## src/rtl/ksel_pkg.sv

```systemverilog
package ksel_pkg;

    typedef enum logic [1:0] {
        CLS_NONIP = 2'd0,
        CLS_ARP   = 2'd1,
        CLS_IPV4  = 2'd2,
        CLS_IPV6  = 2'd3
    } frm_class_e;

    typedef enum logic [2:0] {
        KS_NONE      = 3'd0,
        KS_MAC_ETYPE = 3'd1,
        KS_ARP       = 3'd2,
        KS_V4_TCPUDP = 3'd3,
        KS_V4_OTHER  = 3'd4,
        KS_SEVEN_TUP = 3'd5,
        KS_V6_STD    = 3'd6
    } keyset_e;

    // Selection word: the first member is the most significant bit.
    typedef struct packed {
        logic       ena;
        logic       nonip_sel;
        logic [1:0] v4mc_sel;
        logic [1:0] v4uc_sel;
        logic [2:0] v6mc_sel;
        logic [1:0] v6uc_sel;
        logic       arp_sel;
    } sel_word_t;

    localparam int SEL_W = $bits(sel_word_t);

    // Default: enabled, ARP keyset for ARP, split IPv4 keysets, 7-tuple for IPv6.
    localparam logic [SEL_W-1:0] SEL_RESET = 12'h94B;

    function automatic keyset_e v4_split(input logic l4);
        return l4 ? KS_V4_TCPUDP : KS_V4_OTHER;
    endfunction

    function automatic keyset_e pick_ipv4(input logic [1:0] code, input logic l4);
        keyset_e ks;
        case (code)
            2'd0:    ks = KS_MAC_ETYPE;
            2'd1:    ks = v4_split(l4);
            2'd2:    ks = KS_SEVEN_TUP;
            default: ks = KS_NONE;
        endcase
        return ks;
    endfunction

    function automatic keyset_e pick_ipv6(input logic [2:0] code, input logic l4);
        keyset_e ks;
        case (code)
            3'd0:    ks = KS_MAC_ETYPE;
            3'd1:    ks = KS_SEVEN_TUP;
            3'd2:    ks = KS_V6_STD;
            3'd3:    ks = v4_split(l4);
            default: ks = KS_NONE;  // 4 is the reserved VLAN keyset
        endcase
        return ks;
    endfunction

    function automatic keyset_e pick_keyset(input sel_word_t w, input frm_class_e cls,
                                            input logic mc, input logic l4);
        keyset_e ks;
        case (cls)
            CLS_ARP:  ks = w.arp_sel ? KS_ARP : KS_MAC_ETYPE;
            CLS_IPV4: ks = pick_ipv4(mc ? w.v4mc_sel : w.v4uc_sel, l4);
            CLS_IPV6: ks = mc ? pick_ipv6(w.v6mc_sel, l4)
                              : pick_ipv6({1'b0, w.v6uc_sel}, l4);
            default:  ks = w.nonip_sel ? KS_NONE : KS_MAC_ETYPE;
        endcase
        return ks;
    endfunction

endpackage

```

## src/rtl/ksel_cfg_regs.sv

```systemverilog
module ksel_cfg_regs
    import ksel_pkg::*;
#(
    parameter int NUM_PORTS   = 6,
    parameter int NUM_LOOKUPS = 4,
    parameter logic [SEL_W-1:0]       SEL_DEFAULT = SEL_RESET,
    parameter logic [NUM_LOOKUPS-1:0] EN_DEFAULT  = '1,
    localparam int PORT_W = (NUM_PORTS > 1) ? $clog2(NUM_PORTS) : 1,
    localparam int LKP_W  = (NUM_LOOKUPS > 1) ? $clog2(NUM_LOOKUPS) : 1
) (
    input  logic                   clk,
    input  logic                   rst,
    input  logic                   sel_we,
    input  logic                   en_we,
    input  logic [PORT_W-1:0]      wr_port,
    input  logic [LKP_W-1:0]       wr_lookup,
    input  sel_word_t              wr_sel,
    input  logic [NUM_LOOKUPS-1:0] wr_en,
    input  logic [PORT_W-1:0]      rd_port,
    input  logic [LKP_W-1:0]       rd_lookup,
    output sel_word_t              rd_sel,
    output logic                   rd_lkp_en,
    output logic                   rd_port_ok
);

    sel_word_t              cell_q [NUM_PORTS][NUM_LOOKUPS];
    logic [NUM_LOOKUPS-1:0] mask_q [NUM_PORTS];

    for (genvar p = 0; p < NUM_PORTS; p++) begin : g_port
        logic port_hit;
        assign port_hit = (int'(wr_port) == p);

        always_ff @(posedge clk) begin
            if (rst) begin
                mask_q[p] <= EN_DEFAULT;
            end else if (en_we && port_hit) begin
                mask_q[p] <= wr_en;
            end
        end

        for (genvar l = 0; l < NUM_LOOKUPS; l++) begin : g_lkp
            always_ff @(posedge clk) begin
                if (rst) begin
                    cell_q[p][l] <= sel_word_t'(SEL_DEFAULT);
                end else if (sel_we && port_hit && (int'(wr_lookup) == l)) begin
                    cell_q[p][l] <= wr_sel;
                end
            end
        end
    end

    always_comb begin
        rd_port_ok = (int'(rd_port) < NUM_PORTS) && (int'(rd_lookup) < NUM_LOOKUPS);
        rd_sel     = '0;
        rd_lkp_en  = 1'b0;
        for (int p = 0; p < NUM_PORTS; p++) begin
            if (int'(rd_port) == p) begin
                rd_lkp_en = mask_q[p][rd_lookup];
                for (int l = 0; l < NUM_LOOKUPS; l++) begin
                    if (int'(rd_lookup) == l) rd_sel = cell_q[p][l];
                end
            end
        end
    end

    // A mask write to one port leaves every other port's mask as it was.
    AST_MASK_ISOLATED: assert property (@(posedge clk) disable iff (rst)
        (en_we && (wr_port != rd_port)) |=> (rd_lkp_en == $past(rd_lkp_en)) || $changed(rd_port) || $changed(rd_lookup));

endmodule

```

## src/rtl/ksel_class_decode.sv

```systemverilog
module ksel_class_decode
    import ksel_pkg::*;
(
    input  sel_word_t  sel,
    input  logic       lkp_en,
    input  logic       port_ok,
    input  frm_class_e cls,
    input  logic       mcast,
    input  logic       l4,
    output keyset_e    keyset,
    output logic       hit
);

    keyset_e raw;

    always_comb begin
        raw    = pick_keyset(sel, cls, mcast, l4);
        hit    = port_ok && lkp_en && sel.ena && (raw != KS_NONE);
        keyset = hit ? raw : KS_NONE;
    end

endmodule

```

## src/rtl/keyset_selector.sv

```systemverilog
module keyset_selector
    import ksel_pkg::*;
#(
    parameter int NUM_PORTS   = 6,
    parameter int NUM_LOOKUPS = 4,
    parameter logic [SEL_W-1:0]       SEL_DEFAULT = SEL_RESET,
    parameter logic [NUM_LOOKUPS-1:0] EN_DEFAULT  = '1,
    localparam int PORT_W = (NUM_PORTS > 1) ? $clog2(NUM_PORTS) : 1,
    localparam int LKP_W  = (NUM_LOOKUPS > 1) ? $clog2(NUM_LOOKUPS) : 1
) (
    input  logic                   clk,
    input  logic                   rst,
    input  logic                   cfg_sel_we,
    input  logic                   cfg_en_we,
    input  logic [PORT_W-1:0]      cfg_port,
    input  logic [LKP_W-1:0]       cfg_lookup,
    input  logic [SEL_W-1:0]       cfg_sel_data,
    input  logic [NUM_LOOKUPS-1:0] cfg_en_data,
    input  logic                   req_valid,
    input  logic [PORT_W-1:0]      req_port,
    input  logic [LKP_W-1:0]       req_lookup,
    input  logic [1:0]             req_class,
    input  logic                   req_mcast,
    input  logic                   req_l4,
    output logic                   res_vld,
    output logic                   res_hit,
    output logic [2:0]             res_keyset,
    output logic                   res_first
);

    sel_word_t cur_sel;
    logic      cur_lkp_en;
    logic      cur_port_ok;
    keyset_e   dec_keyset;
    logic      dec_hit;

    ksel_cfg_regs #(
        .NUM_PORTS   (NUM_PORTS),
        .NUM_LOOKUPS (NUM_LOOKUPS),
        .SEL_DEFAULT (SEL_DEFAULT),
        .EN_DEFAULT  (EN_DEFAULT)
    ) u_regs (
        .clk        (clk),
        .rst        (rst),
        .sel_we     (cfg_sel_we),
        .en_we      (cfg_en_we),
        .wr_port    (cfg_port),
        .wr_lookup  (cfg_lookup),
        .wr_sel     (sel_word_t'(cfg_sel_data)),
        .wr_en      (cfg_en_data),
        .rd_port    (req_port),
        .rd_lookup  (req_lookup),
        .rd_sel     (cur_sel),
        .rd_lkp_en  (cur_lkp_en),
        .rd_port_ok (cur_port_ok)
    );

    ksel_class_decode u_dec (
        .sel     (cur_sel),
        .lkp_en  (cur_lkp_en),
        .port_ok (cur_port_ok),
        .cls     (frm_class_e'(req_class)),
        .mcast   (req_mcast),
        .l4      (req_l4),
        .keyset  (dec_keyset),
        .hit     (dec_hit)
    );

    always_ff @(posedge clk) begin
        if (rst) begin
            res_vld    <= 1'b0;
            res_hit    <= 1'b0;
            res_keyset <= KS_NONE;
            res_first  <= 1'b0;
        end else begin
            res_vld    <= req_valid;
            res_hit    <= req_valid && dec_hit;
            res_keyset <= req_valid ? dec_keyset : KS_NONE;
            res_first  <= req_valid && !req_lookup[0];
        end
    end

    AST_REQ_GIVES_RESULT: assert property (@(posedge clk) disable iff (rst)
        req_valid |=> res_vld);
    AST_IDLE_IS_QUIET: assert property (@(posedge clk) disable iff (rst)
        !req_valid |=> (!res_vld && !res_hit && (res_keyset == 3'd0)));
    AST_HIT_HAS_KEYSET: assert property (@(posedge clk) disable iff (rst)
        res_hit |-> (res_keyset != 3'd0) && (res_keyset <= 3'd6));
    AST_HIT_NEEDS_ENABLES: assert property (@(posedge clk) disable iff (rst)
        res_hit |-> $past(cur_sel.ena && cur_lkp_en && cur_port_ok));
    AST_FIRST_FLAG: assert property (@(posedge clk) disable iff (rst)
        res_vld |-> (res_first == !$past(req_lookup[0])));

endmodule

```

## config.mk

```make
export PLATFORM = sky130hd
export DESIGN_NAME = keyset_selector
export DESIGN_NICKNAME = d
export VERILOG_FILES = /design/src/rtl/ksel_pkg.sv /design/src/rtl/ksel_cfg_regs.sv /design/src/rtl/ksel_class_decode.sv /design/src/rtl/keyset_selector.sv
export SDC_FILE = /design/constraint.sdc
export NUM_CORES = 1
export LEC_CHECK = 0
export BUFFER_PORTS_ARGS = -buffer_cell sky130_fd_sc_hd__buf_4
export CORE_MARGIN = 2
export CORE_UTILIZATION = 48
export CTS_CLUSTER_SIZE = 28
export DETAILED_ROUTE_END_ITERATION = 8
export PLACE_DENSITY = 0.76
export SYNTH_ARGS = -nofsm -noshare
export SYNTH_HDL_FRONTEND = slang
export SYNTH_SLANG_ARGS = --single-unit
```

## constraint.sdc

```tcl
create_clock -name clk -period 2.9 [get_ports clk]
set_input_delay 0.29 -clock clk [delete_from_list [all_inputs] [get_ports clk]]
set_output_delay 0.29 -clock clk [all_outputs]
set_load 0.01 [all_outputs]
```

==> Yosys cells after proc, flatten, opt, wreduce, memory -nomap -nowiden <==
Memory sizes are Yosys's and may differ from the RTL's.
Index checks and enable logic that the tools add are counted.
{ "totals": {"register_bits": 6, "ram_bits": 312, "word_cells": 297, "mem_count": 2} }
{ "mem_list": {"columns": ["memory", "words", "word_bits", "read_ports", "rd_ports_with_merged_regs", "write_ports", "line_no", "source"], "rows": [
  ["u_regs.cell_q", 6, 48, 6, 0, 6, "ksel_cfg_regs.sv:26", "sel_word_t cell_q [NUM_PORTS][NUM_LOOKUPS];"],
  ["u_regs.mask_q", 6, 4, 6, 0, 6, "ksel_cfg_regs.sv:27", "logic [NUM_LOOKUPS-1:0] mask_q [NUM_PORTS];"]
]} }
{ "classes": {"n_lt_le_gt_ge": 2, "n_eq_ne": 27, "mux": 179, "n_bitwise": 32, "reduce_logical": 51} }
{ "ops": {"columns": ["operator", "count"], "rows": [
  ["$mux 12", 54],
  ["$mux 1", 105],
  ["$logic_and 1x1->1", 41],
  ["$or 1x1->1", 30],
  ["$eq 3x3->1 const B", 8],
  ["$mux 4", 6],
  ["$pmux 3 s4", 2],
  ["$eq 2x2->1 const B", 9],
  ["$pmux 3 s3", 2],
  ["$bmux 1 s2", 6],
  ["$eq 3x2->1 const B", 4],
  ["$eq 2x1->1 const B", 5],
  ["$logic_not 3->1", 3],
  ["$logic_not 2->1", 4],
  ["$mux 3", 2],
  ["$mux 2", 2],
  ["$eq 3x1->1 const B", 1],
  ["$lt 2x3->1 const B", 1],
  ["$lt 3x3->1 const B", 1],
  ["$reduce_bool 3->1", 1],
  ["$reduce_or 3->1", 1],
  ["$not 1->1", 2],
  ["$logic_not 1->1", 1]
]} }

==> Depth between registers and ports, before layout <==
{ "logic_depth": {"depth_word": 39, "depth_mapped": 14, "depth_no_buf": 9} }

==> Hierarchy <==
From an unflattened synthesis, not the netlist that was laid out.
{ "hier_totals": {"hier_cells": 1087, "area_unflattened_um2": 15341.0} }
{ "by_module_without_submodules": {"columns": ["module", "instances", "cells_per_inst", "area_per_inst_um2"], "rows": [
  ["ksel_cfg_regs", 1, 1032, 14856.7],
  ["ksel_class_decode", 1, 43, 310.3],
  ["keyset_selector", 1, 12, 173.9]
]} }

==> Worst setup path after synthesis <==
Ideal clock, no wire load.
{ "synth_path": {"path_type": "input to register", "start": "input port req_lookup[1]", "end": "register res_hit", "setup_time_ns": 0.127, "t_arrival_ns": 2.446, "required_time_ns": 2.773, "slack_ns": 0.327, "stages": 11, "path_buffers": 4, "cell_sequence": "buf_2 buf_2 buf_2 buf_2 mux4_2 a221oi_1 o2bb2ai_1 nand2_1 o32ai_1 o31a_1 or3_1"} }
{ "synth_between": {"elab_chain_cells": 38} }
{ "synth_lines": {"columns": ["item", "line_no", "source"], "rows": [
  ["start: declaration", "keyset_selector.sv:21", "input logic [LKP_W-1:0] req_lookup,"],
  ["$logic_not 2->1", "ksel_cfg_regs.sv:60", "if (int'(rd_lookup) == l) rd_sel = cell_q[p][l];"],
  ["$mux 12 (4 in series)", "ksel_cfg_regs.sv:60", null],
  ["$mux 12", "ksel_cfg_regs.sv:57", "if (int'(rd_port) == p) begin"],
  ["$mux 12 (4 in series)", "ksel_cfg_regs.sv:60", null],
  ["$mux 12", "ksel_cfg_regs.sv:57", null],
  ["$mux 12 (4 in series)", "ksel_cfg_regs.sv:60", null],
  ["$mux 12", "ksel_cfg_regs.sv:57", null],
  ["$mux 12 (4 in series)", "ksel_cfg_regs.sv:60", null],
  ["(+10 left out)", null, null],
  ["$mux 12", "ksel_cfg_regs.sv:57", null],
  ["$eq 3x2->1, or another cell as far along", "ksel_pkg.sv:53", "case (code)"],
  ["$pmux 3 s4, or another cell as far along", "ksel_pkg.sv:53", null],
  ["$mux 3 or $pmux 3 s3 (tied branches)", "ksel_pkg.sv:69, ksel_pkg.sv:42", null],
  ["$pmux 3 s3", "ksel_pkg.sv:66", "case (cls)"],
  ["$reduce_bool 3->1", "ksel_class_decode.sv:18", "hit = port_ok && lkp_en && sel.ena && (raw != KS_NONE);"],
  ["$logic_and 1x1->1 (*)", "ksel_class_decode.sv:18", null],
  ["$logic_and 1x1->1 (*)", "keyset_selector.sv:77", "res_hit <= req_valid && dec_hit;"],
  ["end signal: assignment", "keyset_selector.sv:77", null],
  ["end: declaration", "keyset_selector.sv:26", "output logic res_hit,"]
]} }
Every way passes the cells marked *; elsewhere a longest branch is shown, timed or not. The select of a mux whose other input is x is not followed.
A chain may end at the register's enable or synchronous reset.

==> flow_summary.toml <==
[floorplanning]
dieWidth_um = 183
rows = 65
die_h_um = 183
io_pins = 41
core_area_um2 = 31500
die_area_um2 = 33400
start_util_pct = 48.7

[clocking]
cts_root_buffer = "clkbuf_16"
cts_tree = "yes"
cts_resized = 0
clk_path_buf_depth = 3
hold_buffers = 0
clk_pin_slew_ps = 60
clock_sinks = 318
numCtsBuffers = 36
htreeDepth = 2
cts_setup_buffers = 0
clock_latency_ps = 510

[worst_setup_path]
crit_start = "u_regs.cell_q[1][3]"
cp-end-kind = "register"
critPathArrivalTime_ps = 3040
crit_path_start_kind = "register"
crit_required_ps = 3300
criticalPathCategory = "register to register"
path_max_fanout = 2
timing.rr.start = "u_regs.cell_q[1][3]"
r2r_cells = 9

[timing]
max_freq_mhz = 378
setup_viol_count_final = 0
min_period_ps = 2640
setup_tns_ps = 0
period_share_pct = 91.2
relSlewSlack_pct = 42.1
final.setup.worst_slack_ps = 255
grt_setup_unrepaired = "no"
worst_pin_slew_ps = 869
finClkSkew_ps = 8.43
slew_violations = 0
hold_slack_ps = 80.8
finalHoldViolCount = 0

[cells_and_area]
fillerInstances = 2485
drive_gt1_share_pct = 22.0
final_core_util_pct = 55.8
seqCellArea_um2 = 9490
multiInputGateArea_um2 = 5350
nNetsFinal = 1213
final_common_cell = "edfxtp_1"
fin_area_um2 = 17600
final_cell_mix = "edfxtp_1, and2_1, or3_1, buf_4, mux4_2"
area_growth_pct = 14.5
antennaDiodeCount = 0

[yosys]
async_flop_share_pct = 0
ys_ff_latch = 318
synth_top_area_share_pct = 61.1
synth_seq_area_share_pct = 61.9
synth_area_per_cell_um2 = 13.9
yosysUniqueCellTypes = 67
yosys.area.top_type = "edfxtp_1"
syn_area_um2 = 15300
yosys-top-cells-area = "edfxtp_1, mux4_2, and2_1, or3_1, mux4_1"
synth_nets = 1140
yosys_warnings = 0
synth_edf_count = 312
synth_top_flop_cell = "edfxtp_1"
syn_inst = 1105

[min_path]
hold_path_depth = 2
hp-class = "input pin to register"
min_from = "cfg_en_data[2]"

[route]
wl_um = 40200
drtAntennaViolNets = 0
wl_per_cell_um = 25.0
first_iter_violations = 1293
drc = 0
via_count = 9948
vias_per_cell = 6.19
dr.pass1.iters = 6

[place]
place.gp.congestion = 0.892
pre_cts_ws_ps = 27.7
place_area_um2 = 16500
hpwl_um = 26600
io_buffers = 40

[global_route]
overflow = 0
grt_usage_pct = 24.7
grt_max_degree = 43
antenna_found_initial = 0
grt_pass1_vias = 10100
grt_pass1_wl_um = 61100

[job]
cap_violations = 0

[pwr]
p_leak_uw = 0.00603
powerDensity_nw_per_um2 = 604
peakVddDrop_v = 0.000334

[status]
status = "finished, final reports clean"
==> kinds of logic (layout without fill, tap and decap cells) <==
family                 Yosys count  after routing  synth area share (%)
AND/OR/NAND/NOR                463            463                  17.9
flip-flops                     318            318                  61.9
buffers and inverters          105            204                  3.22
multiplexers                    90             90                  11.0
AO/OA/AOI/OAI                  129            129                  6.08
==> worst max-delay path: stages, from the launching register on <==
cell and delay (ps):
edfxtp_1 360, mux4_1 510, a22oi_1 200, a22oi_1 160, nor3_2 260, buf_4 150, mux2i_1 190, a2111oi_0 120
a211o_1 280, or3_1 300
==> power by group <==
part	internal (µW)	leakage [µW]	switching (µW)
sequential	5300	0.00311	73.4
combinational	406	0.00239	599
clock	2430	0.000528	1790
total	8140	0.00603	2460
==> registers in the layout (all words and copies together) (netlist names) <==
signal / cells
u_regs.cell_q: 288
u_regs.mask_q: 24
res_keyset: 3
res_first: 1
res_hit: 1
res_vld: 1
==> final timing paths <==
path                                            end  slack (ps)
worst max-delay path                        res_hit         260
worst min-delay path            u_regs.mask_q[1][6]          80
worst max register to register              res_hit         260
worst min register to register        res_keyset[0]         970
==> layout make-up <==
type                            count  share of cell area [%]
Sequential cell                   318                    54.1
Timing Repair Buffer              134                    6.30
Clock buffer                       45                    5.45
Multi-Input combinational cell    682                    30.5
Clock inverter                     19                   0.727
Tap cell                          402                    2.87
Inverter                            6                   0.128
==> through the flow <==
step | power [µW] | instances
floorplan | 6000 | 1105
global placement | 6430 | 1542
detailed placement | 6460 | 1542
CTS | 10600 | 1606
global route | 10900 | 1606
finish | 10600 | 1606
==> metal layers <==
metal  GRT usage [%]  routed length (µm)  vias up
met1            32.8               15500     4943
met5               0                   0        -
met3            5.33                3890      105
li1                -                   -     4357
met4            10.4                1570        0
met2            39.9               19200      543
==> cells in the mapped netlist, types with 10 or more instances <==
| cell | number |
|---|---|
| nand2b_1 | 25 |
| mux2i_1 | 22 |
| nor2_1 | 37 |
| edfxtp_1 | 312 |
| mux4_2 | 47 |
| buf_2 | 16 |
| and2_1 | 151 |
| or2_2 | 13 |
| mux2_2 | 10 |
| a21o_1 | 17 |
| or3_1 | 148 |
| nand2_1 | 35 |
| mux4_1 | 11 |
| clkbuf_1 | 70 |
| a21oi_1 | 17 |
| a31oi_1 | 10 |
| o21ai_0 | 11 |
| o21bai_1 | 11 |
| nor2b_1 | 15 |
(Power assumes the default switching activity.)
